**src/rtl/xc_pkg.sv**
```systemverilog
package xc_pkg;

  typedef enum logic [1:0] {
    FILL_IDLE   = 2'd0,
    FILL_UPDATE = 2'd1,
    FILL_ALLOC  = 2'd2,
    FILL_DROP   = 2'd3
  } fill_kind_e;

  // circular index step: (a + b) mod n, with a, b < n
  function automatic int ring_add(input int a, input int b, input int n);
    int s;
    s = a + b;
    if (s >= n) s = s - n;
    return s;
  endfunction

endpackage

```
**src/rtl/xc_match.sv**
```systemverilog
module xc_match #(
  parameter int N      = 16,
  parameter int VPN_W  = 20,
  parameter int ASID_W = 8,
  localparam int IDX_W = (N > 1) ? $clog2(N) : 1
) (
  input  logic [N-1:0]             valid_q,
  input  logic [N-1:0][VPN_W-1:0]  vpn_q,
  input  logic [N-1:0][ASID_W-1:0] asid_q,
  input  logic [VPN_W-1:0]         key_vpn,
  input  logic [ASID_W-1:0]        key_asid,
  output logic [N-1:0]             hit_vec,
  output logic                     any_hit,
  output logic [IDX_W-1:0]         hit_idx
);

  for (genvar g = 0; g < N; g++) begin : g_cmp
    assign hit_vec[g] = valid_q[g] && (vpn_q[g] == key_vpn) && (asid_q[g] == key_asid);
  end

  assign any_hit = |hit_vec;

  // at most one bit is set, so OR-ing indices is an encoder
  always_comb begin
    hit_idx = '0;
    for (int i = 0; i < N; i++) begin
      if (hit_vec[i]) hit_idx = hit_idx | IDX_W'(i);
    end
  end

endmodule

```
**src/rtl/xc_victim.sv**
```systemverilog
module xc_victim #(
  parameter int N = 16,
  localparam int IDX_W = (N > 1) ? $clog2(N) : 1
) (
  input  logic [N-1:0]     wired_q,
  input  logic [IDX_W-1:0] ptr_q,
  output logic             vic_found,
  output logic [IDX_W-1:0] vic_idx
);
  import xc_pkg::*;

  always_comb begin
    int pos;
    vic_found = 1'b0;
    vic_idx   = '0;
    for (int k = 0; k < N; k++) begin
      pos = ring_add(int'(ptr_q), k, N);
      if (!vic_found && !wired_q[pos]) begin
        vic_found = 1'b1;
        vic_idx   = IDX_W'(pos);
      end
    end
  end

endmodule

```
**src/rtl/xc_store.sv**
```systemverilog
module xc_store #(
  parameter int N      = 16,
  parameter int VPN_W  = 20,
  parameter int ASID_W = 8,
  parameter int PFN_W  = 16,
  localparam int IDX_W = (N > 1) ? $clog2(N) : 1
) (
  input  logic                     clk,
  input  logic                     rst_n,
  input  logic                     flush,
  input  logic                     wr_en,
  input  logic [IDX_W-1:0]         wr_idx,
  input  logic [VPN_W-1:0]         wr_vpn,
  input  logic [ASID_W-1:0]        wr_asid,
  input  logic [PFN_W-1:0]         wr_pfn,
  input  logic                     wr_wired,
  input  logic                     ptr_load,
  input  logic [IDX_W-1:0]         ptr_next,
  output logic [N-1:0]             valid_q,
  output logic [N-1:0]             wired_q,
  output logic [N-1:0][VPN_W-1:0]  vpn_q,
  output logic [N-1:0][ASID_W-1:0] asid_q,
  output logic [N-1:0][PFN_W-1:0]  pfn_q,
  output logic [IDX_W-1:0]         ptr_q
);

  always_ff @(posedge clk) begin
    if (!rst_n) begin
      valid_q <= '0;
      wired_q <= '0;
      ptr_q   <= '0;
    end else begin
      if (flush) begin
        valid_q <= valid_q & wired_q;
      end else if (wr_en) begin
        valid_q[wr_idx] <= 1'b1;
        wired_q[wr_idx] <= wr_wired;
      end
      if (ptr_load) ptr_q <= ptr_next;
    end
  end

  always_ff @(posedge clk) begin
    for (int i = 0; i < N; i++) begin
      if (wr_en && !flush && (wr_idx == IDX_W'(i))) begin
        vpn_q[i]  <= wr_vpn;
        asid_q[i] <= wr_asid;
        pfn_q[i]  <= wr_pfn;
      end
    end
  end

endmodule

```
**src/rtl/xlat_cache.sv**
```systemverilog
module xlat_cache #(
  parameter int ENTRIES = 16,
  parameter int VPN_W   = 20,
  parameter int ASID_W  = 8,
  parameter int PFN_W   = 16,
  parameter int OFF_W   = 12
) (
  input  logic                     clk,
  input  logic                     rst_n,
  input  logic                     lk_req,
  input  logic [VPN_W-1:0]         lk_vpn,
  input  logic [ASID_W-1:0]        lk_asid,
  input  logic [OFF_W-1:0]         lk_off,
  output logic                     lk_hit,
  output logic                     lk_miss,
  output logic [PFN_W-1:0]         lk_pfn,
  output logic [PFN_W+OFF_W-1:0]   lk_paddr,
  input  logic                     fill_valid,
  output logic                     fill_ready,
  input  logic [VPN_W-1:0]         fill_vpn,
  input  logic [ASID_W-1:0]        fill_asid,
  input  logic [PFN_W-1:0]         fill_pfn,
  input  logic                     fill_wired,
  input  logic                     flush,
  output logic                     fill_drop_err
);
  import xc_pkg::*;

  localparam int IDX_W = (ENTRIES > 1) ? $clog2(ENTRIES) : 1;

  logic [ENTRIES-1:0]             valid_q, wired_q;
  logic [ENTRIES-1:0][VPN_W-1:0]  vpn_q;
  logic [ENTRIES-1:0][ASID_W-1:0] asid_q;
  logic [ENTRIES-1:0][PFN_W-1:0]  pfn_q;
  logic [IDX_W-1:0]               ptr_q, ptr_next;

  logic [ENTRIES-1:0] lk_vec, fm_vec;
  logic               lk_any, fm_any, vic_found;
  logic [IDX_W-1:0]   lk_idx, fm_idx, vic_idx, wr_idx;
  logic               fill_acc, wr_en, ptr_load;
  fill_kind_e         fill_kind;

  // lookup comparator bank
  xc_match #(.N(ENTRIES), .VPN_W(VPN_W), .ASID_W(ASID_W)) u_lk_match (
    .valid_q (valid_q), .vpn_q (vpn_q), .asid_q (asid_q),
    .key_vpn (lk_vpn), .key_asid (lk_asid),
    .hit_vec (lk_vec), .any_hit (lk_any), .hit_idx (lk_idx)
  );

  // refill duplicate-detection comparator bank
  xc_match #(.N(ENTRIES), .VPN_W(VPN_W), .ASID_W(ASID_W)) u_fm_match (
    .valid_q (valid_q), .vpn_q (vpn_q), .asid_q (asid_q),
    .key_vpn (fill_vpn), .key_asid (fill_asid),
    .hit_vec (fm_vec), .any_hit (fm_any), .hit_idx (fm_idx)
  );

  xc_victim #(.N(ENTRIES)) u_victim (
    .wired_q (wired_q), .ptr_q (ptr_q),
    .vic_found (vic_found), .vic_idx (vic_idx)
  );

  assign fill_ready = !flush;
  assign fill_acc   = fill_valid && fill_ready;

  always_comb begin
    fill_kind = FILL_IDLE;
    wr_idx    = fm_idx;
    if (fill_acc) begin
      if (fm_any) begin
        fill_kind = FILL_UPDATE;
      end else if (vic_found) begin
        fill_kind = FILL_ALLOC;
        wr_idx    = vic_idx;
      end else begin
        fill_kind = FILL_DROP;
      end
    end
  end

  assign wr_en    = (fill_kind == FILL_UPDATE) || (fill_kind == FILL_ALLOC);
  assign ptr_load = (fill_kind == FILL_ALLOC);
  assign ptr_next = (vic_idx == IDX_W'(ENTRIES - 1)) ? '0 : vic_idx + 1'b1;

  xc_store #(.N(ENTRIES), .VPN_W(VPN_W), .ASID_W(ASID_W), .PFN_W(PFN_W)) u_store (
    .clk (clk), .rst_n (rst_n), .flush (flush),
    .wr_en (wr_en), .wr_idx (wr_idx),
    .wr_vpn (fill_vpn), .wr_asid (fill_asid), .wr_pfn (fill_pfn), .wr_wired (fill_wired),
    .ptr_load (ptr_load), .ptr_next (ptr_next),
    .valid_q (valid_q), .wired_q (wired_q),
    .vpn_q (vpn_q), .asid_q (asid_q), .pfn_q (pfn_q), .ptr_q (ptr_q)
  );

  always_ff @(posedge clk) begin
    if (!rst_n) fill_drop_err <= 1'b0;
    else        fill_drop_err <= (fill_kind == FILL_DROP);
  end

  assign lk_hit   = lk_req && lk_any;
  assign lk_miss  = lk_req && !lk_any;
  assign lk_pfn   = lk_hit ? pfn_q[lk_idx] : '0;
  assign lk_paddr = {lk_pfn, lk_off};

endmodule

```
**config.mk**
```make
export PLATFORM = sky130hd
export DESIGN_NAME = xlat_cache
export DESIGN_NICKNAME = d
export VERILOG_FILES = /design/src/rtl/xc_pkg.sv /design/src/rtl/xc_match.sv /design/src/rtl/xc_victim.sv /design/src/rtl/xc_store.sv /design/src/rtl/xlat_cache.sv
export SDC_FILE = /design/constraint.sdc
export NUM_CORES = 1
export LEC_CHECK = 0
export ABC_CLOCK_PERIOD_IN_PS = 13200
export BUFFER_PORTS_ARGS = -buffer_cell sky130_fd_sc_hd__buf_2
export CAP_MARGIN = 20
export CORE_ASPECT_RATIO = 1.2
export CORE_MARGIN = 4
export CORE_UTILIZATION = 55
export CTS_CLUSTER_SIZE = 14
export DETAILED_ROUTE_END_ITERATION = 16
export GPL_ROUTABILITY_DRIVEN = 0
export MAX_ROUTING_LAYER = met4
export PLACE_DENSITY = 0.8
export SYNTH_ARGS = -nofsm -noshare
export SYNTH_HDL_FRONTEND = slang
export SYNTH_SLANG_ARGS = --single-unit
```
**constraint.sdc**
```tcl
create_clock -name clk -period 13.2 [get_ports clk]
set_input_delay 1.32 -clock clk [delete_from_list [all_inputs] [get_ports clk]]
set_output_delay 1.32 -clock clk [all_outputs]
set_load 0.02 [all_outputs]
```
* Word-level counts from Yosys, hierarchy flattened *
Cells that the tools add are included.

word-level totals
  output and inout port bits = 48
  input port bits = 90
  logic and storage cells = 483
  flip-flop bits (word level) = 741

operators by class
  $lt $le $gt $ge = 35
  add/sub/neg operators = 32
  muxes and demuxes = 141
  equal/unequal tests = 83
  reductions and logical operators = 137
  bitwise operators = 3

operators by type and width
  kind                     number
  $eq A20 B20 Y1           32
  $lt A32 B6 Y1 const B    16
  $mux W32                 16
  $ge A32 B6 Y1 const B    15
  $sub A32 B6 Y32 const B  15
  $eq A8 B8 Y1             32
  $mux W4                  36
  $logic_and A1 B1 Y1      100
  $bmux W1 S4              16
  $bmux W16 S4             1
  $mux W16                 4
  $mux W1                  52
  $add A4 B4 Y5 const B    8
  $eq A4 B4 Y1 const B     9
  $reduce_or A16 Y1        2
  $logic_not A1 Y1         31
  $mux W3                  8
  $add A4 B3 Y5 const B    4
  $and A16 B16 Y16         1
  $bwmux W16               1
  $eq A4 B3 Y1 const B     4
  $or A16 B16 Y16          1
  $mux W2                  6
  $add A4 B2 Y5 const B    2
  16 further kinds         19

* Longest topological paths before layout *
  depth in word-level cells = 61
  depth in mapped cells = 21
  gate-level depth less buffers = 16

* Hierarchy *
Synthesis repeated with hierarchy kept, for this count alone.

unflattened totals
  cells, all modules = 2804
  area total of the unflattened synthesis = 38295.5 um^2

modules (own cells, without submodules)
  module      cells each  area each (um^2)  seq. area each (um^2)  times used
  xc_store    858         22606.7           21861.0                1
  xc_match    689         5421.4            0.0                    2
  xlat_cache  315         2668.8            20.0                   1
  xc_victim   253         2177.1            0.0                    1

* Worst setup path after synthesis *
OpenSTA, ideal clock, no wires.

  path type = flip-flop to flip-flop
  from = register u_store.ptr_q[1]
  to = register u_store.valid_q[3]
  setup time = 67 ps
  path buffers = 4
  clock period less this slack = 6397 ps
  setup slack = 6803 ps
  cell stages (with the launch flop) = 19
  required time = 13133 ps
  arrival time = 6331 ps
  path through = dfxtp_1 buf_6 buf_8 buf_6 inv_1 ha_1 buf_6 mux4_2 inv_1 mux4_2 nand3b_4 nor4_1 nand4_1 a31o_2 ha_1 nor2_1 o211ai_2 nor2_1 o221a_2

between the ends
  cells in the longest elaborated chain, start to end = 61
  elaborated cells between the ends (all ways) = 205
  those cells by class = add/sub: 31; order compare: 18; eq/ne: 2; mux: 106; bitwise: 1; reduce/logical: 47

ends and longest elaborated chain
  item                                                                line              text
  start: declaration                                                  xc_store.sv:24    output logic [IDX_W-1:0] ptr_q
  start signal: assignment                                            xc_store.sv:39    if (ptr_load) ptr_q <= ptr_next;
  $add A4 B1 Y5                                                       xc_pkg.sv:13      s = a + b;
  $sub A32 B6 Y32 or $ge A32 B6 Y1 (tied branches)                    xc_pkg.sv:14      if (s >= n) s = s - n;
  $mux W32                                                            xc_pkg.sv:14
  $bmux W1 S4                                                         xc_victim.sv:18   if (!vic_found && !wired_q[pos]) begin
  $mux W1 (implied by the code) (2 in series)                         xc_victim.sv:18
  $logic_not A1 Y1                                                    xc_victim.sv:18
  $logic_and A1 B1 Y1                                                 xc_victim.sv:18
  $mux W1                                                             xc_victim.sv:18
  [44 not listed]                                                     --
  $mux W4                                                             xlat_cache.sv:68  if (fill_acc) begin
  $lt A4 B5 Y1 (implied by the code) or $ge A4 B1 Y1 (tied branches)  xc_store.sv:36    valid_q[wr_idx] <= 1'b1;
  $logic_and A1 B1 Y1 (implied by the code)                           xc_store.sv:36
  $mux W1 (implied by the code)                                       xc_store.sv:36
  $demux W1 S4                                                        --
  $or A16 B16 Y16 (no line)                                           --
  $mux W16                                                            xc_store.sv:35    end else if (wr_en) begin
  $mux W16                                                            xc_store.sv:33    if (flush) begin
  end signal: assignment                                              xc_store.sv:34    valid_q <= valid_q & wired_q;
  end: declaration                                                    xc_store.sv:19    output logic [N-1:0] valid_q,

Several ways; a longest one is shown, not always the timed one. The select of a mux whose other input is x is not followed.
A chain may end at the register's enable or synchronous reset.

* Worst setup path after layout *
  from = input lk_vpn[10]
  to = output lk_paddr[21]

between the ends
  cells in the longest elaborated chain, start to end = 21
  elaborated cells between the ends (all ways) = 68
  those cells by class = eq/ne: 16; mux: 18; reduce/logical: 34

ends and longest elaborated chain
  item                               line               text
  start: declaration                 xlat_cache.sv:11   input logic [VPN_W-1:0] lk_vpn,
  $eq A20 B20 Y1                     xc_match.sv:18     assign hit_vec[g] = valid_q[g] && (vpn_q[g] == key_vpn) && (asid_q[g] == key_asid);
  $logic_and A1 B1 Y1 (2 in series)  xc_match.sv:18
  $mux W1                            xc_match.sv:27     if (hit_vec[i]) hit_idx = hit_idx | IDX_W'(i);
  $mux W2 (2 in series)              xc_match.sv:27
  $mux W3 (4 in series)              xc_match.sv:27
  $mux W4 (8 in series)              xc_match.sv:27
  $bmux W16 S4                       xlat_cache.sv:100  assign lk_pfn = lk_hit ? pfn_q[lk_idx] : '0;
  $mux W16 (implied by the code)     xlat_cache.sv:100
  $mux W16 (*)                       xlat_cache.sv:100
  end: declaration                   xlat_cache.sv:17   output logic [PFN_W+OFF_W-1:0] lk_paddr,

Every way passes the cells marked *; elsewhere a longest branch is shown, timed or not. The select of a mux whose other input is x is not followed.

==> flow_summary.ini <==
[clock_tree]
cts-hold-fix-buffers = 0
path_clk_slew_ns = 0.06
insertion_delay_ns = 0.64
cts_sinks = 741
cts-root-buf = clkbuf_16
clockBufferDepth = 3
cts_buffers = 76
post_cts_resized = 0
cts_tree = yes
cts_htree_levels = 3
cts_setup_buffers = 0

[critical_path]
end_kind = primary output
crit_type = input pin to primary output
critPathMaxFanout = 54
setup.worst_path.start = lk_vpn[10]
r2r_cells = 16
r2r-end = u_store.asid_q[71]$_DFFE_PP_
r2r_slack_ns = 6.67
worstPathRequired_ns = 11.88
crit_arrival_ns = 6.18
startpoint_type = input pin
r2r-start = u_store.ptr_q[0]$_SDFFE_PN0N_

[power]
ir_drop_mv = 0.158
leakagePower_nw = 14.0
power_mw = 5.21
p_per_area_mw_per_mm2 = 120

[logic_synthesis]
ys_seq_area_share_pct = 55.1
syn_area_mm2 = 0.0397
yosys_warnings = 0
ys.flop_type = edfxtp_1
syn_inst = 3074
syn_area_per_cell_um2 = 12.9
synth_nets = 3174
synth_edf_count = 704
async_reset_ff_share_pct = 0
yosysUniqueCellTypes = 103
yosys_register_bits = 741

[sta]
fin_hold_ws_ns = 0.573
finalCriticalPeriod_ns = 7.50
slew_headroom_pct = 19.9
clock_skew_ns = 0.0475
timing_worst_slew_pin_value_ns = 1.19
setup_viol = 0
finalCritPeriodShare_pct = 56.8
slew_viol_final = 0
fmax_ghz = 0.133
setup_tns_ns = 0
fin_ws_ns = 5.70
finalHoldViolCount = 0
rsz0062_at_grt = false

[global_route]
grt_max_degree = 62
antenna_found_initial = 6
grt_pass1_wl_um = 178000
grt_overflow_total = 0
grt.total_usage_pct = 32.3
grt_pass1_vias = 28132

[floorplanning]
start_util_pct = 55.7
fp.coreArea_mm2 = 0.0712
die_w_um = 253
rows = 107
design.die.area_mm2 = 0.0765
die_h_um = 302
ios = 138

[layout]
area_growth_pct = 9.46
layout_common_cells = edfxtp_1 (704), xnor2_1 (631), xor2_1 (259)
fillers = 5336
layout_commonest_cell = edfxtp_1
finalNetCount = 3223
final_layout_size_suffix_gt1_share_pct = 13.7

[worst_hold_path]
hold_path_end = u_store.valid_q[13]$_SDFFE_PN0P_
hp-start = u_store.valid_q[13]$_SDFFE_PN0P_
whs_path_depth = 2
min_path_type = register to register

[route]
first_pass_iters = 9
drt_iter0_markers = 3800
wl_per_cell_um = 29.6
ant_nets = 0
vias_per_cell = 6.75
drc_errors = 0
vias = 27794
totalWireLength_um = 122000

[place]
hpwl_um = 71700
io_buffers = 113
pre_cts_ws_ns = 5.77

[outcome]
status = finished clean

[job]
cap_violations = 0
kinds of logic (layout without fill, tap and decap cells):
kind of cell / after synthesis / count (layout) / share of synthesized area [%]
XOR/XNOR: 894 / 894 / 19.8
flip-flops: 741 / 741 / 55.1
AND/OR/NAND/NOR: 699 / 699 / 10.0
AO/OA/AOI/OAI: 254 / 254 / 4.63
buffers and inverters: 245 / 354 / 3.07
multiplexers: 231 / 231 / 7.02
adder cells (fa/ha/maj): 10 / 10 / 0.315
other: 0 / 6 / 0
metal layers:
layer / GRT usage (%) / vias to the layer above / part of all wire (%)
met2: 49.5 / 2147 / 45
met3: 6.77 / 641 / 12
met5: - / - / 0
met1: 39.2 / 13550 / 35
met4: 20.2 / 0 / 7.6
li1: - / 11456 / -
report_power, final:
part	leakage, nW	internal [mW]	switching [mW]	total [mW]
Combinational	6.16	0.139	0.297	0.436
Sequential	6.63	2.58	0.00671	2.59
Clock	1.23	1.27	0.918	2.19
Total	14.0	3.99	1.22	5.21
metrics by stage:
step                      cell area, um2  std cells  util (%)
final                              43400       4115      61.0
after global routing               43400       4115      61.0
after CTS                          43400       4108      61.0
after detailed placement           40900       3970      57.5
after global placement             40900       3969      57.4
after floorplan                    39700       3074         -
area by class of cell:
type / instances / area [um2] / share of cell area [%]
repair buffers: 179 / 1080 / 2.48
clock buffers: 97 / 2070 / 4.76
diodes: 6 / 15.0 / 0.0346
clock inverters: 41 / 434 / 0.999
flip-flops and latches: 741 / 21900 / 50.4
well taps: 926 / 1160 / 2.67
inverters: 37 / 146 / 0.337
multi-input cells: 2088 / 16700 / 38.4
cells in the mapped netlist (all sizes together) (8+ instances only):
cell type  number  area share (%)
xor2          262             5.8
clkbuf         96            0.91
ha             10            0.32
nand2         163             1.6
nor2           44            0.42
mux4           27             1.5
nand4         199             3.1
o211ai         53             1.0
dfxtp          37             1.9
nor2b           8            0.13
buf           112             1.8
mux2           83             2.4
edfxtp        704              53
o21ai          76            0.96
nand2b         19            0.30
mux2i         121             3.1
a21oi          21            0.26
nor3           19            0.26
inv            36            0.36
nor4b           9            0.23
xnor2         632              14
nor4          129             2.1
o211a          18            0.45
and2            9            0.14
o221a           9            0.26
o22ai           8            0.16
nand3          43            0.59
worst max-delay path: stages:
cell      delay [ns]
buf_2           0.69
xor2_1          0.21
or4_1           0.54
nor4_1          0.63
a22oi_1         0.23
nand2_1         0.12
or2_4           0.52
buf_4           0.71
mux2_2          0.42
o211ai_1        0.21
o211ai_1        0.14
o211a_1         0.20
buf_2           0.17
worst max-delay path by stage:
stage | end | slack [ns]
after floorplan | u_store.valid_q[3]$_SDFFE_PN0P_ | 6.80
after global placement | lk_pfn[8] | 5.83
after detailed placement | lk_pfn[8] | 5.77
after CTS | lk_pfn[8] | 5.78
after global routing | lk_paddr[21] | 5.55
final | lk_paddr[21] | 5.70
state kept, by name, indices dropped and copies added, names as in the netlist:
| register | cells |
|---|---|
| fill_drop_err | 1 |
| u_store.asid_q | 128 |
| u_store.pfn_q | 256 |
| u_store.ptr_q | 4 |
| u_store.valid_q | 16 |
| u_store.vpn_q | 320 |
| u_store.wired_q | 16 |
(Power assumes the default switching activity.)
